$ cat src/rtl/lcc_pkg.sv
package lcc_pkg;

  typedef enum logic [1:0] {
    LC_AMI  = 2'b00,
    LC_HDB3 = 2'b01,
    LC_B8ZS = 2'b10,
    LC_NRZ  = 2'b11
  } lc_mode_e;

  // symbol kinds held in the encoder lookahead buffer
  typedef enum logic [1:0] {
    SY_ZERO = 2'b00,
    SY_BIP  = 2'b01,
    SY_VIO  = 2'b10
  } sym_e;

  localparam int HDB3_SPAN = 4;
  localparam int B8ZS_SPAN = 8;
  localparam int BUF_DEPTH = B8ZS_SPAN;

  // buffer slot that leaves the block on a strobe
  function automatic int exit_tap(lc_mode_e m);
    case (m)
      LC_HDB3: exit_tap = HDB3_SPAN - 1;
      LC_B8ZS: exit_tap = B8ZS_SPAN - 1;
      default: exit_tap = 0;
    endcase
  endfunction

endpackage

$ cat src/rtl/lcc_rst_sync.sv
module lcc_rst_sync #(
  parameter int STAGES = 2
) (
  input  logic clk,
  input  logic rst_n_in,
  output logic rst_n_out
);
  logic [STAGES-1:0] sync_q;

  always_ff @(posedge clk or negedge rst_n_in) begin
    if (!rst_n_in) sync_q <= '0;
    else           sync_q <= {sync_q[STAGES-2:0], 1'b1};
  end

  assign rst_n_out = sync_q[STAGES-1];
endmodule

$ cat src/rtl/lcc_enc.sv
module lcc_enc
  import lcc_pkg::*;
#(
  parameter int DEPTH = BUF_DEPTH
) (
  input  logic     clk,
  input  logic     rst_n,
  input  lc_mode_e mode,
  input  logic     vld,
  input  logic     bit_in,
  output logic     pos_o,
  output logic     neg_o
);
  localparam int ZW = $clog2(DEPTH + 1);

  sym_e          sbuf_q [DEPTH];
  sym_e          sbuf_d [DEPTH];
  logic [ZW-1:0] zrun_q, zrun_d;
  logic          odd_q, odd_d;
  logic          lastneg_q, lastneg_d;
  logic          pos_q, pos_d;
  logic          neg_q, neg_d;
  sym_e          exit_sym;

  assign exit_sym = sbuf_q[exit_tap(mode)];

  always_comb begin
    for (int i = 0; i < DEPTH; i++) sbuf_d[i] = sbuf_q[i];
    zrun_d    = zrun_q;
    odd_d     = odd_q;
    lastneg_d = lastneg_q;
    pos_d     = pos_q;
    neg_d     = neg_q;
    if (vld) begin
      // output side: give the leaving symbol its polarity
      if (mode == LC_NRZ) begin
        pos_d = (exit_sym != SY_ZERO);
        neg_d = 1'b0;
      end else begin
        case (exit_sym)
          SY_BIP: begin
            pos_d     = lastneg_q;
            neg_d     = ~lastneg_q;
            lastneg_d = ~lastneg_q;
          end
          SY_VIO: begin
            pos_d = ~lastneg_q;
            neg_d = lastneg_q;
          end
          default: begin
            pos_d = 1'b0;
            neg_d = 1'b0;
          end
        endcase
      end
      // input side: shift the new bit in
      sbuf_d[0] = bit_in ? SY_BIP : SY_ZERO;
      for (int i = 1; i < DEPTH; i++) sbuf_d[i] = sbuf_q[i-1];
      if (bit_in) begin
        zrun_d = '0;
        odd_d  = ~odd_q;
      end else if (zrun_q != ZW'(DEPTH)) begin
        zrun_d = zrun_q + 1'b1;
      end
      // zero substitution on the buffered run
      if (mode == LC_HDB3 && !bit_in && zrun_q == ZW'(HDB3_SPAN - 1)) begin
        sbuf_d[0] = SY_VIO;
        if (!odd_q) sbuf_d[HDB3_SPAN-1] = SY_BIP;
        odd_d  = 1'b0;
        zrun_d = '0;
      end
      if (mode == LC_B8ZS && !bit_in && zrun_q == ZW'(B8ZS_SPAN - 1)) begin
        sbuf_d[0] = SY_BIP;
        sbuf_d[1] = SY_VIO;
        sbuf_d[3] = SY_BIP;
        sbuf_d[4] = SY_VIO;
        zrun_d    = '0;
      end
    end
  end

  always_ff @(posedge clk or negedge rst_n) begin
    if (!rst_n) begin
      for (int i = 0; i < DEPTH; i++) sbuf_q[i] <= SY_ZERO;
      zrun_q    <= '0;
      odd_q     <= 1'b0;
      lastneg_q <= 1'b1;
      pos_q     <= 1'b0;
      neg_q     <= 1'b0;
    end else begin
      for (int i = 0; i < DEPTH; i++) sbuf_q[i] <= sbuf_d[i];
      zrun_q    <= zrun_d;
      odd_q     <= odd_d;
      lastneg_q <= lastneg_d;
      pos_q     <= pos_d;
      neg_q     <= neg_d;
    end
  end

  assign pos_o = pos_q;
  assign neg_o = neg_q;


  rails_excl_chk: assert property (@(posedge clk) disable iff (!rst_n)
    !(pos_o && neg_o));


  nrz_neg_low_chk: assert property (@(posedge clk) disable iff (!rst_n)
    (vld && mode == LC_NRZ) |=> !neg_o);


  enc_hold_chk: assert property (@(posedge clk) disable iff (!rst_n)
    !vld |=> ($stable(pos_o) && $stable(neg_o)));


  zrun_lim_chk: assert property (@(posedge clk) disable iff (!rst_n)
    (vld && mode == LC_HDB3 && zrun_q < ZW'(HDB3_SPAN)) |=> (zrun_q < ZW'(HDB3_SPAN)));

endmodule

$ cat src/rtl/lcc_dec.sv
module lcc_dec
  import lcc_pkg::*;
#(
  parameter int DEPTH = BUF_DEPTH
) (
  input  logic     clk,
  input  logic     rst_n,
  input  lc_mode_e mode,
  input  logic     vld,
  input  logic     pos_in,
  input  logic     neg_in,
  output logic     bit_o,
  output logic     err_o
);
  // per slot: mark seen, violation pending, both rails high
  logic [DEPTH-1:0] mk_q, mk_d;
  logic [DEPTH-1:0] vf_q, vf_d;
  logic [DEPTH-1:0] db_q, db_d;
  logic             lastneg_q, lastneg_d;
  logic             bit_q, bit_d;
  logic             err_q, err_d;
  logic             new_mk, new_vf, new_db;
  logic             hdb_hit, b8_hit;
  int               tap;

  assign tap = exit_tap(mode);

  always_comb begin
    new_mk = 1'b0;
    new_vf = 1'b0;
    new_db = 1'b0;
    if (mode == LC_NRZ) begin
      new_mk = pos_in;
    end else begin
      new_mk = pos_in | neg_in;
      new_db = pos_in & neg_in;
      new_vf = (pos_in ^ neg_in) && (neg_in == lastneg_q);
    end
  end

  always_comb begin
    mk_d      = mk_q;
    vf_d      = vf_q;
    db_d      = db_q;
    lastneg_d = lastneg_q;
    bit_d     = bit_q;
    err_d     = err_q;
    hdb_hit   = 1'b0;
    b8_hit    = 1'b0;
    if (vld) begin
      bit_d = mk_q[tap];
      err_d = (mode != LC_NRZ) && (vf_q[tap] || db_q[tap]);
      if (mode != LC_NRZ && (pos_in ^ neg_in)) lastneg_d = neg_in;
      mk_d = {mk_q[DEPTH-2:0], new_mk};
      vf_d = {vf_q[DEPTH-2:0], new_vf};
      db_d = {db_q[DEPTH-2:0], new_db};
      // 000V or B00V ending in the new symbol
      hdb_hit = (mode == LC_HDB3) && new_vf && !mk_d[1] && !mk_d[2]
                && !vf_d[HDB3_SPAN-1] && !db_d[HDB3_SPAN-1];
      // 000VB0VB ending in the new symbol
      b8_hit = (mode == LC_B8ZS)
               && !mk_d[7] && !mk_d[6] && !mk_d[5]
               && mk_d[4] && vf_d[4] && !db_d[4]
               && mk_d[3] && !vf_d[3] && !db_d[3]
               && !mk_d[2]
               && mk_d[1] && vf_d[1] && !db_d[1]
               && mk_d[0] && !vf_d[0] && !db_d[0];
      if (hdb_hit) begin
        mk_d[HDB3_SPAN-1:0] = '0;
        vf_d[HDB3_SPAN-1:0] = '0;
      end
      if (b8_hit) begin
        mk_d[B8ZS_SPAN-1:0] = '0;
        vf_d[B8ZS_SPAN-1:0] = '0;
      end
    end
  end

  always_ff @(posedge clk or negedge rst_n) begin
    if (!rst_n) begin
      mk_q      <= '0;
      vf_q      <= '0;
      db_q      <= '0;
      lastneg_q <= 1'b1;
      bit_q     <= 1'b0;
      err_q     <= 1'b0;
    end else begin
      mk_q      <= mk_d;
      vf_q      <= vf_d;
      db_q      <= db_d;
      lastneg_q <= lastneg_d;
      bit_q     <= bit_d;
      err_q     <= err_d;
    end
  end

  assign bit_o = bit_q;
  assign err_o = err_q;


  nrz_no_err_chk: assert property (@(posedge clk) disable iff (!rst_n)
    (vld && mode == LC_NRZ) |=> !err_o);


  dec_hold_chk: assert property (@(posedge clk) disable iff (!rst_n)
    !vld |=> ($stable(bit_o) && $stable(err_o)));


  dbl_mark_chk: assert property (@(posedge clk) disable iff (!rst_n)
    (err_o && $past(mode) != LC_NRZ) |-> bit_o);

endmodule

$ cat src/rtl/line_code_conv.sv
module line_code_conv
  import lcc_pkg::*;
#(
  parameter int DEPTH = BUF_DEPTH
) (
  input  logic       clk,
  input  logic       rst_n,
  input  logic [1:0] mode,
  input  logic       enc_vld,
  input  logic       enc_bit,
  output logic       enc_pos,
  output logic       enc_neg,
  input  logic       dec_vld,
  input  logic       dec_pos,
  input  logic       dec_neg,
  output logic       dec_bit,
  output logic       dec_err
);
  logic     rst_n_s;
  lc_mode_e mode_e;

  assign mode_e = lc_mode_e'(mode);

  lcc_rst_sync #(.STAGES(2)) u_rst (
    .clk      (clk),
    .rst_n_in (rst_n),
    .rst_n_out(rst_n_s)
  );

  lcc_enc #(.DEPTH(DEPTH)) u_enc (
    .clk   (clk),
    .rst_n (rst_n_s),
    .mode  (mode_e),
    .vld   (enc_vld),
    .bit_in(enc_bit),
    .pos_o (enc_pos),
    .neg_o (enc_neg)
  );

  lcc_dec #(.DEPTH(DEPTH)) u_dec (
    .clk   (clk),
    .rst_n (rst_n_s),
    .mode  (mode_e),
    .vld   (dec_vld),
    .pos_in(dec_pos),
    .neg_in(dec_neg),
    .bit_o (dec_bit),
    .err_o (dec_err)
  );
endmodule

$ cat config.mk
export PLATFORM = sky130hd
export DESIGN_NAME = line_code_conv
export DESIGN_NICKNAME = d
export VERILOG_FILES = /design/src/rtl/lcc_pkg.sv /design/src/rtl/lcc_rst_sync.sv /design/src/rtl/lcc_enc.sv /design/src/rtl/lcc_dec.sv /design/src/rtl/line_code_conv.sv
export SDC_FILE = /design/constraint.sdc
export NUM_CORES = 1
export LEC_CHECK = 0
export BUFFER_PORTS_ARGS = -buffer_cell sky130_fd_sc_hd__buf_2
export CAP_MARGIN = 20
export CORE_ASPECT_RATIO = 2
export CORE_UTILIZATION = 25
export CTS_CLUSTER_SIZE = 30
export DETAILED_ROUTE_END_ITERATION = 10
export HOLD_SLACK_MARGIN = 0.03
export RECOVER_POWER = 25
export REMOVE_ABC_BUFFERS = 1
export SETUP_SLACK_MARGIN = 0.05
export SLEW_MARGIN = 20
export SYNTH_ARGS = -nofsm -noshare
export SYNTH_HDL_FRONTEND = slang
export SYNTH_SLANG_ARGS = --single-unit
$ cat constraint.sdc
create_clock -name clk -period 4 [get_ports clk]
set_input_delay 0.8 -clock clk [delete_from_list [all_inputs] [get_ports clk]]
set_output_delay 0.8 -clock clk [all_outputs]
set_load 0.01 [all_outputs]
Word-level counts from Yosys, hierarchy flattened
Cells that the tools add are included.
Widths: inputs -> output; s select.
{ "word_totals": {"latchBits": 0, "ram_bits": 0, "memories": 0, "word_cells": 124, "output_inout_bits": 4, "input_bits": 9, "rom_bits": 0, "ff_bits": 53} }
{ "classes": {"multipliers": 0, "n_addsub": 1, "n_bitwise": 7, "reduce_logical": 48, "n_eq_ne": 10, "shifts": 0, "muxes": 36, "div_mod_pow": 0, "magnitude_cmp": 2} }
{ "ops": {"columns": ["op", "count"], "rows": [
  ["$ge 32x4->1 const B", 1],
  ["$mux 4", 8],
  ["$not 32->32", 1],
  ["$logic_and 1x1->1", 28],
  ["$mux 8", 2],
  ["$mux 1", 14],
  ["$logic_not 1->1", 12],
  ["$mux 2", 5],
  ["$bmux 1 s3", 3],
  ["$bmux 2 s3", 1],
  ["$eq 2x2->1 const B", 3],
  ["$pmux 3 s2", 1],
  ["$reduce_and 2->1", 3],
  ["$add 4x1->4 const B", 1],
  ["$eq 2x1->1 const B", 2],
  ["$eq 4x2->1 const B", 1],
  ["$eq 4x3->1 const B", 1],
  ["$lt 3x4->1 const B", 1],
  ["$ne 4x4->1 const B", 1],
  ["$pmux 1 s2", 2],
  ["$reduce_bool 2->1", 2],
  ["$reduce_bool 4->1", 1],
  ["$not 1->1", 3],
  ["$reduce_and 3->1", 1],
  ["other kinds (6)", 6]
]} }

Longest topological paths before layout
Gate-level depths: netlist (run 1).
{ "depth": {"depth_word": 18, "depth_mapped": 7, "ltp_nobuf": 6} }

Hierarchy
A second synthesis (run 1) with hierarchy kept.
{ "hier_totals": {"hier_cells": 215, "hier_area_um2": 2552.4} }
{ "modules_own_cells": {"columns": ["mod", "cells_each", "area_per_inst_um2", "seq_area_each_um2", "n_inst"], "rows": [
  ["lcc_dec", 113, 1345.0, 676.9, 1],
  ["lcc_enc", 99, 1153.6, 601.8, 1],
  ["lcc_rst_sync", 3, 53.8, 50.0, 1]
]} }

Worst setup path before layout (run 1)
Ideal clock, no wire load.
{ "synth_timing": {"path_type": "input-to-reg", "start": "in dec_pos", "end": "reg u_dec.mk_q[7]", "n_path_buf": 1, "arrival_time_ps": 2194, "required_time_ps": 3879, "setup_time_ps": 121, "slack_ps": 1685, "cell_stages": 7, "path_cell_list": "inv_1 > ha_1 > or2b_1 > o211ai_1 > o41a_1 > buf_6 > a22o_1"} }
{ "synth_between": {"elab_chain_cells": 7, "elab_cells_between_ends": 13, "classes_between": "mux: 4; bitwise: 3; reduce/logical: 6"} }
{ "synth_lines": {"columns": ["item", "line_no", "text"], "rows": [
  ["from (decl)", "line_code_conv.sv:14", "input logic dec_pos,"],
  ["$xor 1x1->1", "lcc_dec.sv:37", "new_vf = (pos_in ^ neg_in) && (neg_in == lastneg_q);"],
  ["$logic_and 1x1->1", "lcc_dec.sv:37", null],
  ["$mux 1", "lcc_dec.sv:32", "if (mode == LC_NRZ) begin"],
  ["$logic_not 1->1", "lcc_dec.sv:67", "&& mk_d[0] && !vf_d[0] && !db_d[0];"],
  ["$logic_and 1x1->1", "lcc_dec.sv:67", null],
  ["$logic_and 1x1->1 *", "lcc_dec.sv:67", null],
  ["$mux 8 *", "lcc_dec.sv:72", "if (b8_hit) begin"],
  ["to (signal assigned)", "lcc_dec.sv:88", "mk_q <= mk_d;"],
  ["to (decl)", "lcc_dec.sv:16", "logic [DEPTH-1:0] mk_q, mk_d;"]
]} }
Every way passes the cells marked *; elsewhere a longest branch is shown, timed or not.
A chain may end at the register's enable or synchronous reset.

Worst setup path in the final report (run 1)
{ "layout_timing": {"start": "in mode[0]", "end": "reg u_dec.mk_q[3]"} }
{ "layout_between": {"elab_chain_cells": 18, "elab_cells_between_ends": 31, "classes_between": "eq/ne: 3; mux: 5; reduce/logical: 23"} }
{ "layout_lines": {"columns": ["item", "line_no", "text"], "rows": [
  ["from (decl)", "line_code_conv.sv:8", "input logic [1:0] mode,"],
  ["$eq 2x2->1", "lcc_dec.sv:61", "b8_hit = (mode == LC_B8ZS)"],
  ["$logic_and 1x1->1 (3 in a row)", "lcc_dec.sv:62", "&& !mk_d[7] && !mk_d[6] && !mk_d[5]"],
  ["$logic_and 1x1->1 (3 in a row)", "lcc_dec.sv:63", "&& mk_d[4] && vf_d[4] && !db_d[4]"],
  ["$logic_and 1x1->1 (3 in a row)", "lcc_dec.sv:64", "&& mk_d[3] && !vf_d[3] && !db_d[3]"],
  ["$logic_and 1x1->1", "lcc_dec.sv:65", "&& !mk_d[2]"],
  ["$logic_and 1x1->1 (3 in a row)", "lcc_dec.sv:66", "&& mk_d[1] && vf_d[1] && !db_d[1]"],
  ["$logic_and 1x1->1 (3 in a row)", "lcc_dec.sv:67", null],
  ["$mux 8 *", "lcc_dec.sv:72", null]
]} }
Marked as above.

==> results of run 1 <==
-- cells in the final DEF, fill, tap and decap left out, types with 2 or more instances in the layout --
cell type / instances
nor2b_1: 2
nor4b_2: 2
nand2_1: 8
a22o_1: 11
clkbuf_1: 2
buf_2: 11
o21ai_0: 6
a32o_1: 4
dfrtp_1: 50
or2_2: 2
dfstp_2: 2
inv_1: 14
ha_1: 7
xor2_1: 2
a21oi_1: 5
o2bb2ai_1: 2
nor3_1: 3
nand3b_1: 2
mux2_2: 20
mux4_2: 3
nor2_1: 11
mux2i_1: 3
nand2b_1: 3
clkbuf_16: 5
nand3_1: 4
-- where the power goes --
part | leakage [µW] | total (µW) | internal [µW] | switching [µW]
clock | 0.0000808 | 480 | 294 | 185
sequential | 0.000668 | 698 | 633 | 64.9
combinational | 0.000479 | 217 | 114 | 103
total | 0.00123 | 1400 | 1040 | 353
-- routing by layer --
layer	track usage	routed length (µm)	vias up
li1	-	-	728
met1	0.103	1810	771
met2	0.193	2750	17
met3	0.0156	70	8
met4	0.0691	180	0
met5	0	0	-
-- registers in the layout, indices dropped and copies added, names as in the netlist --
| register | cells |
|---|---|
| u_enc.sbuf_q | 16 |
| u_dec.db_q | 8 |
| u_dec.mk_q | 8 |
| u_dec.vf_q | 8 |
| u_enc.zrun_q | 4 |
| u_rst.sync_q | 2 |
| u_dec.bit_o | 1 |
| u_dec.err_o | 1 |
| u_dec.lastneg_q | 1 |
| u_enc.lastneg_q | 1 |
| u_enc.neg_o | 1 |
| u_enc.odd_q | 1 |
| u_enc.pos_o | 1 |
-- cells by family (layout without fill, tap and decap cells) --
logic type | count (synthesis) | in the layout | share of synthesized area
flops | 53 | 53 | 0.548
simple gates | 45 | 45 | 0.107
compound gates | 38 | 38 | 0.122
mux | 26 | 26 | 0.133
buf+inv | 23 | 35 | 0.0408
fa+ha+maj | 7 | 7 | 0.0361
xor+xnor | 3 | 3 | 0.0108
other cells | 1 | 1 | 0.00155
-- through the flow --
step                area (µm²)  total power (µW)   util  hold slack [ps]  instances
finish                    2740              1400  0.292              275        312
global route              2740              1470  0.292              277        312
floorplan                 2380               848      -              331        187
global placement          2580               921  0.275              337        304
CTS                       2740              1420  0.292              266        312
detailed placement        2580               930  0.275              345        304
-- layout make-up --
cell class                 count  area share
clock buffer                   6      0.0470
clock inverter                 2      0.0128
inverter                      14      0.0192
multi-input combinational    120       0.364
sequential                    53       0.485
tap                          104      0.0475
timing repair buffer          13      0.0242
-- final timing paths --
path,start,end,slack [ps]
max,mode[0],u_dec.mk_q[3],1570
min,rst_n,u_rst.sync_q[1],280
max reg2reg,u_dec.lastneg_q,u_dec.mk_q[3],2040
min reg2reg,u_rst.sync_q[0],u_rst.sync_q[1],350
max in group asynchronous,u_rst.sync_q[1],u_enc.sbuf_q[2],3190
min in group clk,u_rst.sync_q[0],u_rst.sync_q[1],350
==> impl_metrics.py, run 1 <==
metrics = {
    "drt": {
        "drt-total-wl_um": 4810,
        "vias": 1524,
        "viasPerCell": 4.88,
        "drc": 0,
        "dr.pass1.iters": 3,
        "antenna_left": 0,
        "wire_per_inst_um": 15.4,
        "initialDrtViolationCount": 52,
    },
    "timing": {
        "slew_headroom": 0.470,
        "finalHoldViolCount": 0,
        "rsz0062_at_grt": "no",
        "worst_slack_ps": 1570,
        "worstMarginPinSlew_ps": 793,
        "timing.final.crit_share": 0.608,
        "fmax_mhz": 411,
        "drv_slew": 0,
        "setup_viol": 0,
        "setup-tns-final_ps": 0,
        "period_minus_slack_ps": 2430,
        "skew_ps": 5.62,
    },
    "cells_and_area": {
        "multi_input_area_um2": 997,
        "fill_cells": 976,
        "diodes": 0,
        "seq_area_mm2": 0.00133,
        "nets": 223,
        "drive_above_1_share": 0.250,
        "syn2layout_area_growth_pct": 13.0,
    },
    "setup_path": {
        "slowest_delay_ps": 630,
        "r2r_cells": 4,
        "critPathBufInv": 1,
        "worstPathRequired_ps": 4180,
        "cpLargestDelayFamily": "compound AO/OA/AOI/OAI gates",
        "cp.arrival_ps": 2610,
        "crit_chain": "buf_2, ha_1, or2b_1, o211ai_1, o41a_1, a32o_1",
        "crit_path_start_kind": "primary input",
        "crit_cells": 6,
        "cp-end-kind": "flop",
        "cp_slowest_cell": "o41a_1",
        "path_max_fanout": 14,
        "path_class": "in2reg",
    },
    "synth": {
        "synth_most_common_cell": "dfrtp_1",
        "synth.yosys.seq_area_share": 0.548,
        "synth_area_leaders": "dfrtp_1, mux2_2, a22o_1",
        "synth_top_cell_by_area": "dfrtp_1",
        "synth-seq-cells": 53,
        "postSynthAreaPerCell_um2": 12.4,
        "yosys_warnings": 0,
        "syn_inst": 196,
        "synth_top_area_frac": 0.526,
        "synth_commonest_cells": "dfrtp_1, mux2_2, inv_1",
        "synthArstFlopShare": 1.00,
        "synth.distinct_cells": 46,
        "synth_edf_count": 0,
        "ys.flop_type": "dfrtp_1",
        "syn_area_mm2": 0.00242,
    },
    "job": {
        "drv_cap": 0,
    },
    "placement": {
        "dp_slack_ps": 1220,
        "portBuffers": 12,
        "place_congestion": 0.773,
        "detailed_place_hpwl_um": 3520,
    },
    "cts": {
        "cts_buffer_depth": 2,
        "htree_levels": 2,
        "cts_buffers": 5,
        "clk-insertion-delay-late_ps": 290,
        "ctsHoldBuffers": 0,
        "clkSinkCount": 53,
        "cts-resized-gates": 0,
        "cts_setup_buffers": 0,
        "clock-root-buffer": "clkbuf_16",
        "cts_tree": "done",
        "clk_pin_slew_ps": 70,
    },
    "floorplan": {
        "die_area_mm2": 0.0101,
        "ios": 13,
        "rows": 50,
        "die_y_um": 141,
        "coreArea_mm2": 0.00938,
        "initial_core_util": 0.258,
        "die_w_um": 71.6,
    },
    "power": {
        "powerDensity_mw_per_mm2": 509,
        "power_leakage_uw": 0.00123,
        "ir_drop_mv": 0.384,
    },
    "global_route": {
        "gr-usage-all-layers": 0.104,
        "grt_pass1_wl_um": 7920,
        "overflow": 0,
        "grt_pass1_vias": 1635,
        "grt_max_degree": 52,
        "antenna_found_initial": 0,
    },
    "hold_path": {
        "hold_class": "in2async",
    },
    "status": {
        "status": "complete, no violations",
    },
}
No activity file was read; power rests on OpenSTA's default activity.
==> run 2: changes to the inputs <==
==> constraint.sdc (replaced) <==
create_clock -name clk -period 2.3 [get_ports clk]
set_input_delay 0.46 -clock clk [delete_from_list [all_inputs] [get_ports clk]]
set_output_delay 0.46 -clock clk [all_outputs]
set_load 0.01 [all_outputs]
==> run 2 against run 1 <==
First-iteration DRC count fell by 50%. Critical path depth rose by 1. Clock power up 59%. Worst hold slack improved by 88 ps. Critical path type unchanged. Die area is the same. Power increased by 69%. Via count up 1.8%.
==> impl_metrics.py, run 2 (synthesized netlist as in run 1, its figures left out) <==
metrics = {
    "setup_path": {
        "critPathBufInv": 2,
        "r2r_slack_ps": 320,
        "crit_chain": "buf_2, inv_1, ha_1, or2b_1, o211ai_1, o41a_1, a32o_1",
        "worstPathRequired_ps": 2480,
        "crit_cells": 7,
        "slowest_delay_ps": 630,
        "cp_slowest_cell": "o41a_1",
        "crit_start": "dec_pos",
        "crit_end": "u_dec.mk_q[0]",
        "cpLargestDelayFamily": "compound AO/OA/AOI/OAI gates",
        "rr_endpoint": "u_dec.mk_q[0]",
        "path_class": "in2reg",
        "r2r_cells": 4,
        "crit_path_start_kind": "primary input",
        "path_max_fanout": 14,
        "cp-end-kind": "flop",
        "cp.arrival_ps": 2160,
        "rr_startpoint": "u_dec.lastneg_q",
    },
    "hold_path": {
        "hold_path_depth": 0,
        "hold_class": "reg2reg",
    },
    "drt": {
        "dr.pass1.iters": 4,
        "initialDrtViolationCount": 26,
        "vias": 1552,
        "antenna_left": 0,
        "drc": 0,
        "viasPerCell": 4.83,
        "drt-total-wl_um": 4790,
        "wire_per_inst_um": 14.9,
    },
    "job": {
        "drv_cap": 0,
    },
    "timing": {
        "skew_ps": 6.90,
        "fmax_mhz": 504,
        "setup_viol": 0,
        "setup-tns-final_ps": 0,
        "timing.final.crit_share": 0.863,
        "worstMarginPinSlew_ps": 1060,
        "rsz0062_at_grt": "no",
        "drv_slew": 0,
        "period_minus_slack_ps": 1980,
        "worst_slack_ps": 316,
        "slew_headroom": 0.291,
        "finalHoldViolCount": 0,
    },
    "placement": {
        "detailed_place_hpwl_um": 3550,
        "dp_slack_ps": 38.9,
        "place_congestion": 0.749,
        "portBuffers": 12,
    },
    "status": {
        "status": "complete, no violations",
    },
    "cts": {
        "cts_tree": "done",
        "cts-resized-gates": 0,
        "clock-root-buffer": "clkbuf_16",
        "clkSinkCount": 53,
        "htree_levels": 2,
        "cts_setup_buffers": 0,
        "cts_buffer_depth": 2,
        "cts_buffers": 5,
        "ctsHoldBuffers": 1,
        "clk-insertion-delay-late_ps": 300,
        "clk_pin_slew_ps": 70,
    },
    "cells_and_area": {
        "layout_common_cells": "dfrtp_1, mux2_2, inv_1",
        "largest_reg_flops": 16,
        "syn2layout_area_growth_pct": 15.1,
        "layout_commonest_cell": "dfrtp_1",
        "fill_cells": 984,
        "nets": 232,
        "multi_input_area_um2": 997,
        "drive_above_1_share": 0.272,
        "top_register": "u_enc.sbuf_q",
        "diodes": 0,
        "seq_area_mm2": 0.00133,
    },
    "global_route": {
        "antenna_found_initial": 0,
        "grt_max_degree": 26,
        "gr-usage-all-layers": 0.106,
        "grt_pass1_wl_um": 8050,
        "overflow": 0,
        "grt_pass1_vias": 1653,
    },
    "floorplan": {
        "initial_core_util": 0.258,
        "ios": 13,
        "die_y_um": 141,
        "die_area_mm2": 0.0101,
        "rows": 50,
        "coreArea_mm2": 0.00938,
        "die_w_um": 71.6,
    },
    "power": {
        "power_uw": 2360,
        "powerDensity_mw_per_mm2": 846,
        "power_leakage_uw": 0.00126,
        "ir_drop_mv": 0.639,
    },
}
## run 2: per-stage QoR
step | hold WS, ps | std cells | utilization | cell area, µm²
finish | 363 | 321 | 0.297 | 2790
CTS | 274 | 321 | 0.298 | 2800
global route | 398 | 321 | 0.297 | 2790
detailed placement | 247 | 312 | 0.281 | 2640
global placement | 244 | 312 | 0.281 | 2640
floorplan | 164 | 187 | - | 2380
## run 2: final cells by class
class,instances,area share
clock inverter,3,0.00896
inverter,14,0.0188
sequential,53,0.476
clock buffer,5,0.0448
multi-input combinational,120,0.357
tap,104,0.0466
timing repair buffer,22,0.0475
## run 2: power by group
group	internal (µW)	leakage (µW)	switching, µW	total (µW)
Clock	410	0.0000704	354	764
Combinational	207	0.000518	174	381
Sequential	1100	0.000669	115	1220
Total	1720	0.00126	644	2360
## run 2: worst min-delay path by stage
stage	slack, ps	endpoint	startpoint
after floorplan	160	u_rst.sync_q[0]	rst_n
after global placement	240	u_rst.sync_q[0]	rst_n
after detailed placement	250	u_rst.sync_q[0]	rst_n
after CTS	270	u_dec.mk_q[5]	u_rst.sync_q[1]
after global routing	400	u_rst.sync_q[1]	u_rst.sync_q[0]
final	360	u_rst.sync_q[1]	u_rst.sync_q[0]
## run 2: metal layers
metal	global-route usage	up-vias	routed length, µm
met1	0.114	776	1940
met2	0.184	21	2560
met4	0.0815	0	211
met3	0.0142	11	85
met5	0	-	0
li1	-	744	-
